<file path="src/rtl/beam_pos_counter.sv">
module beam_pos_counter #(
  parameter logic [7:0] WIDE_JUMP_FROM   = 8'd183,
  parameter logic [7:0] WIDE_JUMP_TO     = 8'd229,
  parameter logic [7:0] NARROW_JUMP_FROM = 8'd148,
  parameter logic [7:0] NARROW_JUMP_TO   = 8'd233,
  parameter logic [7:0] WIDE_LINE_SLOT   = 8'd165,
  parameter logic [7:0] NARROW_LINE_SLOT = 8'd132,
  parameter logic [7:0] WIDE_HBL_START   = 8'd178,
  parameter logic [7:0] NARROW_HBL_START = 8'd233,
  parameter logic [8:0] NTSC_LINES       = 9'd262,
  parameter logic [8:0] PAL_LINES        = 9'd313,
  parameter logic [8:0] NTSC_INACTIVE    = 9'd224,
  parameter logic [8:0] PAL_INACTIVE     = 9'd240
) (
  input  logic        clk,
  input  logic        rst_n,
  input  logic        slot_en,
  input  logic        wide_mode,
  input  logic        pal_mode,
  input  logic        disp_en,
  input  logic        dbl_interlace,
  input  logic        hv_freeze,
  input  logic        hv_capture,
  input  logic [7:0]  hint_reload,
  output logic [7:0]  hpos,
  output logic [8:0]  vpos,
  output logic        hblank,
  output logic        vblank,
  output logic        hint_pulse,
  output logic [15:0] hv_word
);

  logic [7:0]  h_q;
  logic [8:0]  v_q;
  logic        pal_q;
  logic [7:0]  cnt_q;
  logic        pulse_q;
  logic [15:0] cap_q;

  logic [7:0]  h_inc, h_nxt;
  logic        line_step;
  logic [8:0]  v_last, v_nxt, inact;
  logic [7:0]  line_byte;
  logic [15:0] live_word;

  assign h_inc = h_q + 8'd1;

  always_comb begin
    h_nxt = h_inc;
    if (wide_mode && h_inc == WIDE_JUMP_FROM) h_nxt = WIDE_JUMP_TO;
    if (!wide_mode && h_inc == NARROW_JUMP_FROM) h_nxt = NARROW_JUMP_TO;
  end

  assign line_step = h_nxt == (wide_mode ? WIDE_LINE_SLOT : NARROW_LINE_SLOT);
  assign v_last    = pal_q ? PAL_LINES - 9'd1 : NTSC_LINES - 9'd1;
  assign inact     = pal_q ? PAL_INACTIVE : NTSC_INACTIVE;
  assign v_nxt     = !line_step ? v_q : (v_q == v_last ? 9'd0 : v_q + 9'd1);

  always_ff @(posedge clk) begin
    if (!rst_n) begin
      h_q     <= '0;
      v_q     <= '0;
      pal_q   <= 1'b0;
      cnt_q   <= '0;
      pulse_q <= 1'b0;
      cap_q   <= '0;
    end else begin
      pulse_q <= 1'b0;
      if (hv_capture) cap_q <= live_word;
      if (slot_en) begin
        h_q <= h_nxt;
        v_q <= v_nxt;
        if (h_q == 8'd0 && v_q == 9'd0) pal_q <= pal_mode;
        if (line_step) begin
          if (v_nxt >= inact) begin
            cnt_q <= hint_reload;
          end else if (cnt_q != 8'd0) begin
            cnt_q <= cnt_q - 8'd1;
          end else begin
            cnt_q   <= hint_reload;
            pulse_q <= 1'b1;
          end
        end
      end
    end
  end

  assign line_byte = dbl_interlace ? {v_q[6:0], v_q[7]} : v_q[7:0];
  assign live_word = {line_byte, h_q};

  assign hpos       = h_q;
  assign vpos       = v_q;
  assign hblank     = h_q > (wide_mode ? WIDE_HBL_START : NARROW_HBL_START);
  assign vblank     = !disp_en || (v_q >= inact && v_q < 9'h1FF);
  assign hint_pulse = pulse_q;
  assign hv_word    = hv_freeze ? cap_q : live_word;

  assert_hold_R1: assert property (@(posedge clk) disable iff (!rst_n)
    !slot_en |=> ($stable(hpos) && $stable(vpos)));

  assert_wide_skip_R2: assert property (@(posedge clk) disable iff (!rst_n)
    (slot_en && wide_mode && hpos == 8'd182) |=> hpos == 8'd229);

  assert_narrow_skip_R3: assert property (@(posedge clk) disable iff (!rst_n)
    (slot_en && !wide_mode && hpos == 8'd147) |=> hpos == 8'd233);

  assert_line_slot_R4: assert property (@(posedge clk) disable iff (!rst_n)
    !$stable(vpos) |-> (hpos == 8'd165 || hpos == 8'd132));

  assert_single_pulse_R7: assert property (@(posedge clk) disable iff (!rst_n)
    hint_pulse |=> !hint_pulse);

  assert_pal_latch_R8: assert property (@(posedge clk) disable iff (!rst_n)
    (!slot_en || hpos != 8'd0 || vpos != 9'd0) |=> $stable(pal_q));

  assert_freeze_R9: assert property (@(posedge clk) disable iff (!rst_n)
    (hv_freeze && !hv_capture) |=> (!hv_freeze || $stable(hv_word)));

endmodule

</file>
<file path="config.mk">
export PLATFORM = sky130hd
export DESIGN_NAME = beam_pos_counter
export DESIGN_NICKNAME = d
export VERILOG_FILES = /design/src/rtl/beam_pos_counter.sv
export SDC_FILE = /design/constraint.sdc
export NUM_CORES = 1
export LEC_CHECK = 0
export BUFFER_PORTS_ARGS = -buffer_cell sky130_fd_sc_hd__buf_2
export CORE_ASPECT_RATIO = 0.9
export CORE_MARGIN = 1
export CORE_UTILIZATION = 23
export DETAILED_ROUTE_END_ITERATION = 10
export HOLD_SLACK_MARGIN = 0.1
export PLACE_DENSITY = 0.38
export SYNTH_ARGS = -nofsm -noshare
export SYNTH_HDL_FRONTEND = slang
export SYNTH_SLANG_ARGS = --single-unit
</file>
<file path="constraint.sdc">
create_clock -name clk -period 6.2 [get_ports clk]
set_input_delay 0.62 -clock clk [delete_from_list [all_inputs] [get_ports clk]]
set_output_delay 0.62 -clock clk [all_outputs]
set_load 0.01 [all_outputs]
</file>
; ---- After elaboration in Yosys (flattened, before gate mapping)
; Cells that the tools add are included.
[word_totals]
ff_bits = 43
input_bits = 17
output_inout_bits = 36
wordCells = 46
[op_classes]
n_addsub = 3
n_lt_le_gt_ge = 4
n_eq_ne = 4
mux = 13
bitwise = 3
reduce_logical = 13
[ops]
columns = op, count
row1 = $mux W8, 5
row2 = $ge A9 B8 Y1, 2
row3 = $mux W9, 2
row4 = $eq A8 B8 Y1 const B, 2
row5 = $mux W16, 1
row6 = $mux W6, 2
row7 = $add A9 B1 Y9 const B, 1
row8 = $eq A9 B9 Y1, 1
row9 = $logic_not A9 Y1, 1
row10 = $lt A9 B9 Y1 const B, 1
row11 = $add A8 B1 Y8 const B, 1
row12 = $eq A8 B8 Y1, 1
row13 = $gt A8 B8 Y1, 1
row14 = $logic_not A8 Y1, 1
row15 = $reduce_bool A8 Y1, 1
row16 = $sub A8 B1 Y8 const B, 1
row17 = $mux W7, 1
row18 = $mux W5, 1
row19 = $logic_and A1 B1 Y1, 4
row20 = $reduce_and A2 Y1, 2
row21 = $reduce_or A4 Y1, 1
row22 = $not A1 Y1, 3
row23 = $logic_not A1 Y1, 2
row24 = $logic_or A1 B1 Y1, 1
row25 = $mux W1, 1

; ---- Longest topological paths before layout
[logic_depth]
ltp_word = 9
depth_mapped = 18
mapped_depth_nobuf = 17

; ---- Worst setup path after synthesis
; Ideal clock, no wire load.
[synth_path]
path_type = reg-to-reg
startpoint = register h_q[1] (netlist: hpos[1])
endpoint = register cnt_q[1]
setup_ps = 130
t_arrival_ps = 3884
t_required_ps = 6070
slack_ps = 2185
stages_incl_launch_ff = 19
n_path_buf = 1
period_less_slack_ps = 4015
cell_sequence = dfxtp_1 ha_1 and3_4 and3_1 a31oi_1 nor4b_1 o21a_4 and3_1 a21oi_1 ha_1 inv_1 o41ai_1 a31oi_1 o211ai_1 o311ai_4 nand2_4 buf_2 mux2i_1 o31ai_1
[synth_between]
elab_chain_len = 9
elab_cells_between_ends = 12
cone_classes = add/sub: 1 / order compare: 1 / eq/ne: 3 / mux: 4 / reduce/logical: 3
[synth_lines]
columns = element, line
row1 = from (decl), 33  ; logic [7:0] h_q;
row2 = from (signal assigned), 71  ; h_q <= h_nxt;
row3 = $add A8 B1 Y8 *, 46  ; assign h_inc = h_q + 8'd1;
row4 = $eq A8 B8 Y1, 50  ; if (wide_mode && h_inc == WIDE_JUMP_FROM) h_nxt = WIDE_JUMP_TO;
row5 = $logic_and A1 B1 Y1, 50
row6 = $mux W8, 50
row7 = $mux W8 *, 51  ; if (!wide_mode && h_inc == NARROW_JUMP_FROM) h_nxt = NARROW_JUMP_TO;
row8 = $eq A8 B8 Y1 *, 54  ; assign line_step = h_nxt == (wide_mode ? WIDE_LINE_SLOT : NARROW_LINE_SLOT);
row9 = $mux W9, 57  ; assign v_nxt = !line_step ? v_q : (v_q == v_last ? 9'd0 : v_q + 9'd1);
row10 = $ge A9 B8 Y1, 75  ; if (v_nxt >= inact) begin
row11 = $mux W8, 75
row12 = to (signal assigned), 76  ; cnt_q <= hint_reload;
row13 = to (signal assigned), 78  ; cnt_q <= cnt_q - 8'd1;
row14 = to (signal assigned), 80  ; cnt_q <= hint_reload;
row15 = to (decl), 36  ; logic [7:0] cnt_q;
; Mark *: on every way between the ends. The rest lies on a longest branch, timed or not.
; A chain may end at the register's enable or synchronous reset.

; ---- Worst setup path in the final report
[layout_path]
startpoint = register h_q[1] (netlist: hpos[1])
endpoint = register cnt_q[2]
; Same word-level chain as after synthesis.

==> metrics.yaml <==
r2r_cells: 17
min_period_ns: 4.50
r2r-start: "hpos[1]"
grt_pass1_wl_mm: 13.6
die_w_um: 120
drive_above_1_share_pct: 21.6
worstSetupStartpoint: "hpos[1]"
crit_end: "cnt_q[2]"
holdBufCountCts: 0
viasPerCell: 4.78
io_buffer_count: 52
end_kind: "flop"
cts_resized: 0
syn_avg_cell_area_um2: 7.99
worst_path_largest_cell_delay_ns: 0.60
synthesis.nets: 392
final.setup.tns_ns: 0
yosysSeqAreaShare_pct: 29.9
cp.required_ns: 6.41
rows: 38
relSlewSlack_pct: 38.0
min_path_cells: 2
clockBufferDepth: 2
synth_edf_count: 0
root_buffer: "clkbuf_16"
nNetsFinal: 429
synth.top_cell.area_share_pct: 29.9
min_path_type: "reg -> reg"
rsz0062_at_grt: "false"
r2r-end: "cnt_q[2]"
crit_fanout: 14
gp_congestion: 0.793
finalCritPeriodShare_pct: 72.6
power_density_nw_per_um2: 200
path_cells: "ha_1 > and3_4 > and3_1 > a31oi_1 > nor4b_1 > o21a_4 > o21ai_0 > a21oi_1 > ha_1 > inv_1 > o41ai_1 > a31oi_1 > o211ai_1 > o311ai_4 > nand2_4 > or4_1 > a31oi_1"
yosys-top-cells-area: "dfxtp_1, mux2i_1, mux2_2"
grtUsageTotal_pct: 13.3
max_cap_violations: 0
max_slew.worst_pin.slew_ns: 0.929
setup_viol: 0
dpl.hpwl_mm: 6.12
gr-usage-met3_pct: 1.69
peakVddDrop_uv: 112
slew_violations: 0
cts_max_level: 2
drc: 0
reg2reg_setup_slack_ns: 1.70
cp_slowest_cell: "nor4b_1"
dr.pass1.iters: 4
detail-route-antenna-nets: 0
wl_per_cell_um: 14.8
start_kind: "flop"
die-area_um2: 13000
grt_pass1_vias: 2543
max_freq_mhz: 222
antenna_cells: 0
fin_skew_ns: 0.00553
syn2layout_area_growth_pct: 19.5
grt_overflow: 0
crit_type: "reg -> reg"
yosys_warnings: 0
coreArea_um2: 12100
cts_buffers: 5
cts_setup_buffers: 0
num_io_pins: 53
grtUsageMet2_pct: 20.8
power_leakage_nw: 1.43
routed_wl_mm: 8.28
yosys.area.top_type: "dfxtp_1"
status: "finished, final reports clean"
synth-main-ff-cell: "dfxtp_1"
synth_cells: 360
die_h_um: 108
grt_max_degree: 25
vias: 2667
drtIter0Drc: 135
antenna_found_initial: 0
path_clk_slew_ns: 0.07
clock-sinks: 43
ys_ff_latch: 43
ys_types: 52
fin_total_pwr_w: 0.000686
grt_busiest_layer: "met2"
crit_top_cell: "a31oi_1"
report.final.hold_viol_count: 0
crit_arrival_ns: 4.71
insertion_delay_ns: 0.29
ys_async_sr_fraction_pct: 0
floorplan.initialDensity_pct: 23.7
netlist_area_um2: 2880
use_met1_pct: 19.1
cts_tree: "yes"
## registers in the layout, summed over array words and instances (netlist names)
name and flops:
cap_q 16, hpos 8, vpos 9, pal_q 1, hint_pulse 1, cnt_q 8
## synthesized netlist by cell type, drive strengths merged, types with 3 or more instances
cell type and instances:
a211oi 8, a21oi 14, a31oi 12, and3 5
buf 6, clkbuf 18, dfxtp 43, ha 15
inv 17, mux2 17, mux2i 21, nand2 33
nand3 17, nand3b 3, nand4 8, nor2 46
nor3 10, nor4 3, nor4b 4, o21ai 23
xnor2 5, xor2 3
## per-layer routing
layer / up-vias / wire (um)
met1: 1244 / 4250
met5: - / 0
met4: 0 / 67
met2: 48 / 3680
met3: 5 / 281
li1: 1370 / -
## worst max-delay path, delay by kind of cell, from the launching register on
kind            cells  cell delay (ns)
compound gates      9             1.54
buf+inv             1             0.06
simple gates        5             1.64
flops               1             0.57
fa+ha+maj           2             0.61
## stage by stage
| stage | utilization (%) | area (um^2) | cells | hold slack [ns] | worst slack (ns) |
|---|---|---|---|---|---|
| finish | 28.3 | 3440 | 558 | 0.490 | 1.70 |
| detailed placement | 26.8 | 3240 | 550 | 0.478 | 1.74 |
| CTS | 28.3 | 3440 | 558 | 0.497 | 1.71 |
| floorplan | - | 2880 | 360 | 0.454 | 2.19 |
| global placement | 26.8 | 3240 | 550 | 0.467 | 1.93 |
| global route | 28.3 | 3440 | 558 | 0.528 | 1.31 |
## final cells by class
class / count / area, um^2
fill: 1334 / 8690
multi-input combinational: 276 / 1840
sequential: 43 / 861
timing repair buffer: 54 / 275
tap: 160 / 200
clock buffer: 5 / 125
clock inverter: 3 / 67.6
inverter: 17 / 63.8
## worst min path at each step
stage                   start        end  slack (ns)
floorplan           cap_q[10]  cap_q[10]        0.45
global placement    cap_q[12]  cap_q[12]        0.47
detailed placement  cap_q[11]  cap_q[11]        0.48
CTS                  cnt_q[5]   cnt_q[5]        0.50
global route        cap_q[13]  cap_q[13]        0.53
finish               cap_q[6]   cap_q[6]        0.49
## layout by cell type (no fill, tap or decap), drive strengths merged, types with 2 or more instances in the layout
| cell | n |
|---|---|
| nor4 | 3 |
| bufinv | 2 |
| a211oi | 8 |
| and3 | 5 |
| nor2 | 46 |
| o41ai | 2 |
| nand2b | 2 |
| nand4 | 8 |
| a311oi | 2 |
| mux2 | 17 |
| o211ai | 2 |
| a21o | 2 |
| dfxtp | 43 |
| a31oi | 12 |
| ha | 15 |
| buf | 54 |
| nand2 | 33 |
| o21ai | 23 |
| inv | 17 |
| xnor2 | 5 |
| a21oi | 14 |
| nand3b | 3 |
| nor4b | 4 |
| nand3 | 17 |
| or4 | 2 |
| mux2i | 21 |
| clkbuf | 5 |
| nor3 | 10 |
| xor2 | 3 |
## where the power goes
group          switching (W)  internal, W
Clock               0.000117     0.000231
Sequential        0.00000543     0.000279
Combinational      0.0000323    0.0000214
Total               0.000155     0.000531
## logic make-up after synthesis
kind of cell / Yosys count / share of synthesized area, %
AO/OA/AOI/OAI: 76 / 17.8
buffers and inverters: 41 / 5.92
AND/OR/NAND/NOR: 139 / 23.4
XOR/XNOR: 8 / 2.44
multiplexers: 38 / 14.0
adder cells (fa/ha/maj): 15 / 6.53
flip-flops: 43 / 29.9
Note: power is estimated with default switching activity, not from simulation.
